[src/rtl/phstep_pkg.sv]
package phstep_pkg;
    typedef enum logic [1:0] {ST_IDLE, ST_CHECK, ST_APPLY, ST_MUTE} step_st_e;
    typedef enum logic [1:0] {PQ_WAIT, PQ_HIGH, PQ_LOW} pinq_st_e;
endpackage

[src/rtl/phstep_pin_qual.sv]
module phstep_pin_qual
    import phstep_pkg::*;
#(
    parameter int MIN_HI = 13,
    parameter int MIN_LO = 13
) (
    input  logic clk,
    input  logic rst_n,
    input  logic pin,
    output logic pulse
);
    localparam int MAXT = (MIN_HI > MIN_LO) ? MIN_HI : MIN_LO;
    localparam int CW   = $clog2(MAXT + 2);
    localparam logic [CW-1:0] CMAX = '1;

    logic     sync1, sync2;
    pinq_st_e qst;
    logic [CW-1:0] cnt;

    always_ff @(posedge clk or negedge rst_n) begin
        if (!rst_n) begin
            sync1 <= 1'b0;
            sync2 <= 1'b0;
        end else begin
            sync1 <= pin;
            sync2 <= sync1;
        end
    end

    always_ff @(posedge clk or negedge rst_n) begin
        if (!rst_n) begin
            qst   <= PQ_WAIT;
            cnt   <= '0;
            pulse <= 1'b0;
        end else begin
            pulse <= 1'b0;
            unique case (qst)
                PQ_WAIT: if (sync2) begin
                    qst <= PQ_HIGH;
                    cnt <= CW'(1);
                end
                PQ_HIGH: begin
                    if (sync2) begin
                        if (cnt != CMAX) cnt <= cnt + 1'b1;
                    end else if (cnt >= CW'(MIN_HI)) begin
                        qst <= PQ_LOW;
                        cnt <= CW'(1);
                    end else begin
                        qst <= PQ_WAIT;
                    end
                end
                PQ_LOW: begin
                    if (sync2) begin
                        qst <= PQ_HIGH;
                        cnt <= CW'(1);
                    end else if (cnt >= CW'(MIN_LO)) begin
                        pulse <= 1'b1;
                        qst   <= PQ_WAIT;
                    end else begin
                        cnt <= cnt + 1'b1;
                    end
                end
                default: qst <= PQ_WAIT;
            endcase
        end
    end


    pulse_after_low_chk: assert property (@(posedge clk) disable iff (!rst_n)
        pulse |-> !$past(sync2));

    pulse_single_chk: assert property (@(posedge clk) disable iff (!rst_n)
        pulse |=> !pulse);
endmodule

[src/rtl/phstep_lane.sv]
module phstep_lane #(
    parameter int OW    = 13,
    parameter int MW    = 12,
    parameter int PW    = 12,
    parameter int LIMIT = 2250
) (
    input  logic          clk,
    input  logic          rst_n,
    input  logic          commit,
    input  logic          apply,
    input  logic          dir_dn,
    input  logic          elig,
    input  logic          mark,
    input  logic [MW-1:0] mag,
    input  logic [PW-1:0] period,
    input  logic [PW-1:0] floor_p,
    output logic [OW-1:0] off,
    output logic          pend,
    output logic          short_o,
    output logic          clip_o
);
    localparam int SW = ((OW > MW) ? OW : MW) + 2;
    localparam int CW = ((PW > MW) ? PW : MW) + 1;
    localparam logic signed [SW-1:0] LIM_P = SW'(LIMIT);
    localparam logic signed [SW-1:0] LIM_N = -LIM_P;

    logic signed [SW-1:0] cur, delta, sum;
    logic [OW-1:0] tgt, tgt_c;
    logic          clip_hi, clip_lo;

    always_comb begin
        cur     = SW'($signed(off));
        delta   = $signed(SW'(mag));
        sum     = dir_dn ? (cur - delta) : (cur + delta);
        clip_hi = sum > LIM_P;
        clip_lo = sum < LIM_N;
        if (clip_hi)      tgt_c = LIM_P[OW-1:0];
        else if (clip_lo) tgt_c = LIM_N[OW-1:0];
        else              tgt_c = sum[OW-1:0];
        clip_o  = clip_hi | clip_lo;
        short_o = CW'(period) < (CW'(floor_p) + CW'(mag));
    end

    always_ff @(posedge clk or negedge rst_n) begin
        if (!rst_n) begin
            off  <= '0;
            tgt  <= '0;
            pend <= 1'b0;
        end else if (commit) begin
            tgt  <= tgt_c;
            pend <= elig;
        end else if (apply && pend && mark) begin
            off  <= tgt;
            pend <= 1'b0;
        end
    end


    off_range_chk: assert property (@(posedge clk) disable iff (!rst_n)
        ($signed(off) <= $signed(OW'(LIMIT))) && ($signed(off) >= -$signed(OW'(LIMIT))));

    off_on_mark_chk: assert property (@(posedge clk) disable iff (!rst_n)
        (off != $past(off)) |-> $past(mark && apply));
endmodule

[src/rtl/phase_step_ctrl.sv]
module phase_step_ctrl
    import phstep_pkg::*;
#(
    parameter int NCH      = 4,
    parameter int OW       = 13,
    parameter int MW       = 12,
    parameter int PW       = 12,
    parameter int LIMIT    = 2250,
    parameter int MIN_HI   = 13,
    parameter int MIN_LO   = 13,
    parameter int RATE_CYC = 84,
    parameter int MUTE_CYC = 10
) (
    input  logic              clk,
    input  logic              rst_n,
    input  logic              up_pin,
    input  logic              dn_pin,
    input  logic [NCH-1:0]    step_en,
    input  logic [NCH-1:0]    ssc_active,
    input  logic [NCH-1:0]    div_is_one,
    input  logic [NCH*MW-1:0] step_mag,
    input  logic [NCH*PW-1:0] syn_period,
    input  logic [PW-1:0]     period_floor,
    input  logic [NCH-1:0]    cyc_mark,
    output logic [NCH*OW-1:0] phase_off,
    output logic              mute_req,
    output logic              clip_seen
);
    localparam int RW  = $clog2(RATE_CYC + 1);
    localparam int MCW = $clog2(MUTE_CYC + 1);

    logic           up_p, dn_p;
    step_st_e       st, st_nx;
    logic [RW-1:0]  rate_cnt;
    logic [MCW-1:0] mute_cnt;
    logic           dir_dn;
    logic [NCH-1:0] elig, pend, short_v, clip_v;
    logic           accept, reject, commit, apply;

    phstep_pin_qual #(.MIN_HI(MIN_HI), .MIN_LO(MIN_LO)) u_up_q (
        .clk(clk), .rst_n(rst_n), .pin(up_pin), .pulse(up_p));
    phstep_pin_qual #(.MIN_HI(MIN_HI), .MIN_LO(MIN_LO)) u_dn_q (
        .clk(clk), .rst_n(rst_n), .pin(dn_pin), .pulse(dn_p));

    assign elig   = step_en & ~ssc_active & div_is_one;
    assign accept = (st == ST_IDLE) && (rate_cnt == '0) && (up_p ^ dn_p);
    assign reject = dir_dn && |(elig & short_v);
    assign commit = (st == ST_CHECK) && !reject;
    assign apply  = (st == ST_APPLY);

    generate
        for (genvar i = 0; i < NCH; i++) begin : g_lane
            phstep_lane #(.OW(OW), .MW(MW), .PW(PW), .LIMIT(LIMIT)) u_lane (
                .clk     (clk),
                .rst_n   (rst_n),
                .commit  (commit),
                .apply   (apply),
                .dir_dn  (dir_dn),
                .elig    (elig[i]),
                .mark    (cyc_mark[i]),
                .mag     (step_mag[i*MW +: MW]),
                .period  (syn_period[i*PW +: PW]),
                .floor_p (period_floor),
                .off     (phase_off[i*OW +: OW]),
                .pend    (pend[i]),
                .short_o (short_v[i]),
                .clip_o  (clip_v[i])
            );
        end
    endgenerate

    always_comb begin
        st_nx = st;
        unique case (st)
            ST_IDLE:  if (accept) st_nx = ST_CHECK;
            ST_CHECK: begin
                if (reject)            st_nx = ST_MUTE;
                else if (elig != '0)   st_nx = ST_APPLY;
                else                   st_nx = ST_IDLE;
            end
            ST_APPLY: if ((pend & ~cyc_mark) == '0) st_nx = ST_IDLE;
            ST_MUTE:  if (mute_cnt == '0) st_nx = ST_IDLE;
            default:  st_nx = ST_IDLE;
        endcase
    end

    always_ff @(posedge clk or negedge rst_n) begin
        if (!rst_n) st <= ST_IDLE;
        else        st <= st_nx;
    end

    always_ff @(posedge clk or negedge rst_n) begin
        if (!rst_n) begin
            rate_cnt  <= '0;
            mute_cnt  <= '0;
            dir_dn    <= 1'b0;
            clip_seen <= 1'b0;
        end else begin
            if (accept) begin
                rate_cnt <= RW'(RATE_CYC - 1);
                dir_dn   <= dn_p;
            end else if (rate_cnt != '0) begin
                rate_cnt <= rate_cnt - 1'b1;
            end
            if ((st == ST_CHECK) && reject)          mute_cnt <= MCW'(MUTE_CYC - 1);
            else if ((st == ST_MUTE) && (mute_cnt != '0)) mute_cnt <= mute_cnt - 1'b1;
            if (commit && |(elig & clip_v)) clip_seen <= 1'b1;
        end
    end

    always_comb mute_req = (st == ST_MUTE);

    logic [RW-1:0] since_chk;
    always_ff @(posedge clk or negedge rst_n) begin
        if (!rst_n)                   since_chk <= RW'(RATE_CYC);
        else if (st == ST_CHECK)      since_chk <= RW'(1);
        else if (since_chk != RW'(RATE_CYC)) since_chk <= since_chk + 1'b1;
    end


    step_spacing_chk: assert property (@(posedge clk) disable iff (!rst_n)
        (st == ST_CHECK) |-> (since_chk >= RW'(RATE_CYC)));

    both_pins_drop_chk: assert property (@(posedge clk) disable iff (!rst_n)
        (up_p && dn_p && st == ST_IDLE) |=> (st != ST_CHECK));

    mute_freeze_chk: assert property (@(posedge clk) disable iff (!rst_n)
        mute_req |=> $stable(phase_off));

    mute_entry_chk: assert property (@(posedge clk) disable iff (!rst_n)
        $rose(mute_req) |-> ($past(st) == ST_CHECK) && $past(dir_dn));
endmodule

[config.mk]
export PLATFORM = sky130hd
export DESIGN_NAME = phase_step_ctrl
export DESIGN_NICKNAME = d
export VERILOG_FILES = /design/src/rtl/phstep_pkg.sv /design/src/rtl/phstep_pin_qual.sv /design/src/rtl/phstep_lane.sv /design/src/rtl/phase_step_ctrl.sv
export SDC_FILE = /design/constraint.sdc
export NUM_CORES = 1
export LEC_CHECK = 0
export BUFFER_PORTS_ARGS = -buffer_cell sky130_fd_sc_hd__buf_2
export CAP_MARGIN = 20
export CORE_MARGIN = 8
export CORE_UTILIZATION = 50
export DETAILED_ROUTE_END_ITERATION = 10
export HOLD_SLACK_MARGIN = 0.1
export PLACE_DENSITY = 0.73
export SYNTH_ARGS = -nofsm -noshare
export SYNTH_HDL_FRONTEND = slang
export SYNTH_SLANG_ARGS = --single-unit
[constraint.sdc]
create_clock -name clk -period 5.4 [get_ports clk]
set_input_delay 0.81 -clock clk [delete_from_list [all_inputs] [get_ports clk]]
set_output_delay 0.81 -clock clk [all_outputs]
set_load 0.01 [all_outputs]
; ---- Word-level counts from Yosys, hierarchy flattened
; Index checks and enable logic that the tools add are counted.
[classes]
addsub = 16
n_mul = 0
div_mod_pow = 0
n_lt_le_gt_ge = 14
n_eq_ne = 24
n_shift = 0
mux = 62
bitwise = 13
n_reduce_logical = 44
[op_table]
columns = cell, n
row1 = 2-to-1 mux 13 bit, 8
row2 = greater-than comparator 15 x 13 -> 1 bit (second input constant), 4
row3 = < comparator 15 x 13 -> 1 bit (second input constant), 4
row4 = 2-to-1 mux 15 bit, 4
row5 = adder 13 x 13 -> 14 bit, 4
row6 = 2-to-1 mux 4 bit, 14
row7 = subtractor 13 x 13 -> 14 bit, 4
row8 = adder 12 x 12 -> 13 bit, 4
row9 = < comparator 12 x 13 -> 1 bit, 4
row10 = 2-to-1 mux 2 bit, 15
row11 = case mux 4 bit (3 select lines), 2
row12 = bitwise AND 4 bit, 5
row13 = logical AND 1 bit, 15
row14 = 2-to-1 mux 1 bit, 14
row15 = 2-to-1 mux 7 bit, 2
row16 = inequality test 3 x 1 -> 1 bit (second input constant), 4
row17 = case mux 2 bit (3 select lines), 2
row18 = nonzero test 2 bit, 6
row19 = AND reduction 5 bit, 2
row20 = AND reduction 3 bit, 3
row21 = adder 4 x 1 -> 4 bit (second input constant), 2
row22 = == test 2 bit (second input constant), 4
row23 = greater-or-equal comparator 4 bit (second input constant), 2
row24 = zero test 4 bit, 2
row25 = 21 further kinds, 43
[totals]
register_bits = 141
latchBits = 0
mem_bits_rw = 0
romBits = 0
in_bits = 128
out_inout_bits = 54
elab_cells = 200
mem_count = 0

; ---- Logic depth before layout (Yosys ltp)
[logic_depth]
word_depth = 10
depth_mapped = 23
depth_no_buf = 21

; ---- By module
; Synthesis repeated with hierarchy kept, for this count alone.
[unflattened]
hier_cells = 1562
area_unflattened_um2 = 13651.8
[modules_own_cells]
columns = mod, instances, cells_each, area_each_um2, seq_area_each_um2
row1 = phstep_lane at g_lane[0].u_lane ..., 3, 340, 2886.5, 675.6
row2 = phstep_lane at g_lane[1].u_lane, 1, 329, 2854.0, 675.6
row3 = phase_step_ctrl, 1, 92, 889.6, 375.4
row4 = phstep_pin_qual at u_dn_q, 1, 60, 629.4, 225.2
row5 = phstep_pin_qual at u_up_q, 1, 61, 619.3, 225.2

; ---- Least setup slack after synthesis
; Ideal clock, no wire load.
[synth_path]
kind = input -> register
start = input port step_mag[13]
end = register g_lane[2].u_lane.tgt[8]
setup_time_ps = 118
arrival_time_ps = 4491
required_time_ps = 5282
setup_slack_ps = 791
stages = 22
path_buffers = 1
path_cell_list = ha_1 a21o_1 a21oi_1 o21bai_1 a21oi_1 o21bai_1 a21oi_1 o21ai_0 o41ai_1 xor2_1 ha_1 or4_1 a21oi_1 a22oi_1 a41oi_1 o31ai_1 nand2_1 o31ai_1 nand2_1 clkbuf_1 a211oi_1 a21o_1
[synth_via]
elab_chain_len = 7
[synth_lines]
columns = element, line
row1 = "start, declared", phase_step_ctrl.sv:21  ; input logic [NCH*MW-1:0] step_mag,
row2 = adder 12 x 12 -> 13 bit, phstep_lane.sv:41  ; short_o = CW'(period) < (CW'(floor_p) + CW'(mag));
row3 = < comparator 12 x 13 -> 1 bit, phstep_lane.sv:41
row4 = bitwise AND 4 bit, phase_step_ctrl.sv:47  ; assign reject = dir_dn && |(elig & short_v);
row5 = OR reduction 4 bit, phase_step_ctrl.sv:47
row6 = logical AND 1 bit, phase_step_ctrl.sv:47
row7 = zero test 1 bit, phase_step_ctrl.sv:48  ; assign commit = (st == ST_CHECK) && !reject;
row8 = logical AND 1 bit, phase_step_ctrl.sv:48
row9 = "end signal, assigned", phstep_lane.sv:50  ; tgt <= tgt_c;
row10 = "end, declared", phstep_lane.sv:28  ; logic [OW-1:0] tgt, tgt_c;
; Every way passes these cells.
; A chain may end at the register's enable or synchronous reset.

; ---- Worst setup path in the final report
[layout_path]
start = input port step_mag[25]
end = register g_lane[3].u_lane.tgt[8]
[layout_via]
elab_chain_len = 7
[layout_lines]
columns = element, line
row1 = adder 12 x 12 -> 13 bit, phstep_lane.sv:41
row2 = < comparator 12 x 13 -> 1 bit, phstep_lane.sv:41
row3 = bitwise AND 4 bit, phase_step_ctrl.sv:47
row4 = OR reduction 4 bit, phase_step_ctrl.sv:47
row5 = logical AND 1 bit, phase_step_ctrl.sv:47
row6 = zero test 1 bit, phase_step_ctrl.sv:48
row7 = logical AND 1 bit, phase_step_ctrl.sv:48
row8 = "end signal, assigned", phstep_lane.sv:50
row9 = "end, declared", phstep_lane.sv:28
; Every way passes these cells.

==> reports/qor.txt <==
status -> finished clean
Gate power share -> 28.7%
number of flops mapped to enable cells by yosys -> 0
RSZ-0062 raised after global routing -> false
Synth top cells by count -> ha_1 (165), nand2_1 (145), dfrtp_1 (141), nor2_1 (131), a21oi_1 (115)
CTS max path bufs -> 2
Die Footprint -> 31600 um^2
grt ovf -> 0
CTS Sinks -> 141
final hold slack -> 0.356 ns
syn_nets -> 1813
Top FF cell, synth -> dfrtp_1
most common cell in the netlist -> ha_1
top-area cell type share of the netlist area -> 27.0%
Data required, critical path -> 5.70 ns
initial antenna violation count -> 7
Hold Buf Count CTS -> 0
DPL Wire Length -> 31300 um
DRC viols -> 0
Placed Cells incl. Taps -> 2024
vias in the first global route -> 12.0k
#FFs+latches synth -> 141
Int Power -> 2.17 mW
CTS tree -> built
Clock Pin Slew Worst Setup and Hold Paths -> 0.06 ns
number of buffers created by CTS -> 17
Syn Inst Count -> 1512
clock power share -> 37.3%
die width -> 178 um
Clk Latency, worst-skew pair -> 0.43 ns
Filler cells -> 2327
final setup fails -> 0
vias per std cell -> 5.92
WL/cell -> 19.2 um
Setup crit end kind -> flip-flop
sequential cell area fraction in the yosys report -> 27.0%
io pins -> 182
Crit Path Class -> in2reg
VDD IR max -> 0.184 mV
Final Hold Viols -> 0
core area -> 25800 um^2
FFs w/ async S/R, synth -> 100%
GR Util All Layers -> 24.8%
# port buffers -> 181
fin util -> 58.5%
DRT Pass-1 Iters -> 5
die height -> 178 um
Net Sw Frac -> 33.1%
synthesized area per cell -> 8.64 um^2
DR vias -> 12.2k
Setup Skew -> 0.0175 ns
final RePlAce weighted congestion -> 0.926
Synth Warn # -> 0
Initial Util -> 50.6%
minimum clock period -> 5.07 ns
pwr dens -> 215 nW/um^2
sw power -> 1.08 mW
largest area contributor in the netlist -> dfrtp_1
Slew Limit Fails -> 0
worst-path maximum fanout -> 10
Pwr Total -> 3.25 mW
Hold Path Class -> reg2reg
crit share post-route -> 93.8%
H-tree lvl count -> 4
max_cap viols -> 0
Flop pwr share -> 34.0%
fin cells -> 2060
clock tree root buffer cell -> clkbuf_16
Final nets -> 2009
top post-synthesis cells by area -> dfrtp_1 (27%), ha_1 (16%), xnor2_1 (5.6%), a21oi_1 (4.4%), mux2_2 (4.4%)
num rows -> 59
DRT Wirelength -> 39500 um
Critical Path AT -> 5.37 ns
pin count of the biggest net entering global routing -> 96
Worst Tran Pin Value -> 1.05 ns
leakage power total -> 7.57 nW
Slew HR -> 29.8%
layout cells sized above 1 -> 18.5%
area grow syn2layout -> 15.7%
first-pass GRT wire length -> 61800 um
post-synth cell types -> 83
startpoint types -> primary input
synthesized area -> 13100 um^2
fmax -> 0.197 GHz
DRC violation total after the first TritonRoute iteration -> 796
DRT antenna net count -> 0
[cell usage in the layout, fill, tap and decap left out, drive strengths merged, types with 7 or more instances in the layout]
cell type    n
a211oi      23
a21o        42
a21oi      118
a31oi       10
and2        12
and3         8
buf        207
clkbuf      18
dfrtp      141
fa           8
ha         165
inv         87
mux2        51
mux2i        8
nand2      145
nand2b      22
nand3       28
nand4        7
nor2       131
nor2b       24
nor3        41
nor4        15
o211ai       9
o21a        10
o21ai       89
o21bai      12
o22ai        9
o31ai       15
o41ai        8
or2          7
or4          7
xnor2       85
xor2        34
[timing repair]
item | 4_1_cts | 5_1_grt
buffers inserted | 0 | 0
gates resized for setup | 0 | 3
endpoints found under the setup margin | 0 | 14
endpoints found under the hold margin | 0 | 0
[area by class of cell]
type	count	area (um^2)	share of cell area, %
diodes	4	10.0	0.0663
clock buffers	18	439	2.91
clock inverters	14	160	1.06
inverters	83	312	2.06
multi-input cells	1258	9110	60.3
flip-flops and latches	141	3530	23.4
well taps	335	419	2.77
repair buffers	207	1120	7.44
[power by group through the flow]
| stage | combinational (mW) | sequential (mW) | clock [mW] |
|---|---|---|---|
| 2_1_floorplan | 0.630 | 1.12 | 0 |
| 3_3_place_gp | 0.892 | 1.12 | 0 |
| 3_5_place_dp | 0.921 | 1.12 | 0 |
| 4_1_cts | 0.928 | 1.10 | 1.22 |
| 5_1_grt | 1.05 | 1.11 | 1.26 |
| 6_report | 0.934 | 1.10 | 1.21 |
[kinds of logic after synthesis]
kind of cell | after synthesis | share of synthesized area, %
AO/OA/AOI/OAI | 429 | 22.0
XOR/XNOR | 119 | 8.04
adder cells (fa/ha/maj) | 173 | 17.0
buffers and inverters | 113 | 3.29
flip-flops | 141 | 27.0
multiplexers | 59 | 5.01
AND/OR/NAND/NOR | 478 | 17.7
[routing by layer]
metal	track usage, %	part of all wire [%]	wire length (um)	vias to the layer above
li1	-	-	-	5931
met1	30.6	43	16800	5754
met2	40.4	46	18100	411
met3	5.89	7.2	2860	82
met4	11.5	4.1	1620	8
met5	0	0.12	48	-
[worst max-delay path, stage by stage]
cell	delay, ns
buf_2	0.16
ha_1	0.31
a21o_1	0.17
a21oi_1	0.21
o21bai_1	0.09
a21oi_1	0.20
o21bai_1	0.09
a21oi_1	0.23
o21ai_0	0.18
o41ai_1	0.45
xor2_1	0.14
ha_1	0.24
or4_1	0.50
a21oi_1	0.14
a22oi_1	0.08
a41oi_1	0.17
o31ai_1	0.10
buf_4	0.17
nand2_1	0.10
o31ai_2	0.08
and2_1	0.27
nand2b_2	0.22
buf_4	0.17
o2bb2ai_1	0.07
[worst paths after layout]
kind / end / cells past startpoint / slack, ns / startpoint
setup reg to reg: clip_seen$_DFFE_PN0P_ / 13 / 0.87 / dir_dn$_DFFE_PN0P_
hold reg to reg: u_dn_q.sync2$_DFF_PN0_ / 0 / 0.36 / u_dn_q.sync1$_DFF_PN0_
hold / removal: u_dn_q.sync2$_DFF_PN0_ / 0 / 0.36 / u_dn_q.sync1$_DFF_PN0_
max in group asynchronous: dir_dn$_DFFE_PN0P_ / 2 / 3.67 / rst_n
min in group asynchronous: g_lane[0].u_lane.off[6]$_DFFE_PN0P_ / 1 / 0.44 / rst_n
setup / recovery: g_lane[3].u_lane.tgt[8]$_DFFE_PN0N_ / 24 / 0.33 / step_mag[25]
[state kept, by name, indices dropped and copies added, names as in the netlist, 2 cells and up]
signal	flops
rate_cnt	7
u_up_q.qst	2
u_up_q.cnt	4
mute_cnt	4
g_lane.u_lane.pend	4
g_lane.u_lane.tgt	52
u_dn_q.cnt	4
st	2
u_dn_q.qst	2
g_lane.u_lane.off	52
[per-stage QoR]
stage / TNS, ns / worst slack (ns) / instance area, um^2
2_1_floorplan: 0 / 0.791 / 13100
3_3_place_gp: 0 / 0.0877 / 14500
3_5_place_dp: -0.361 / -0.115 / 14500
4_1_cts: 0 / 0.263 / 15100
5_1_grt: 0 / 0.0578 / 15100
6_report: 0 / 0.333 / 15100
No activity file was read; power rests on OpenSTA's default activity.
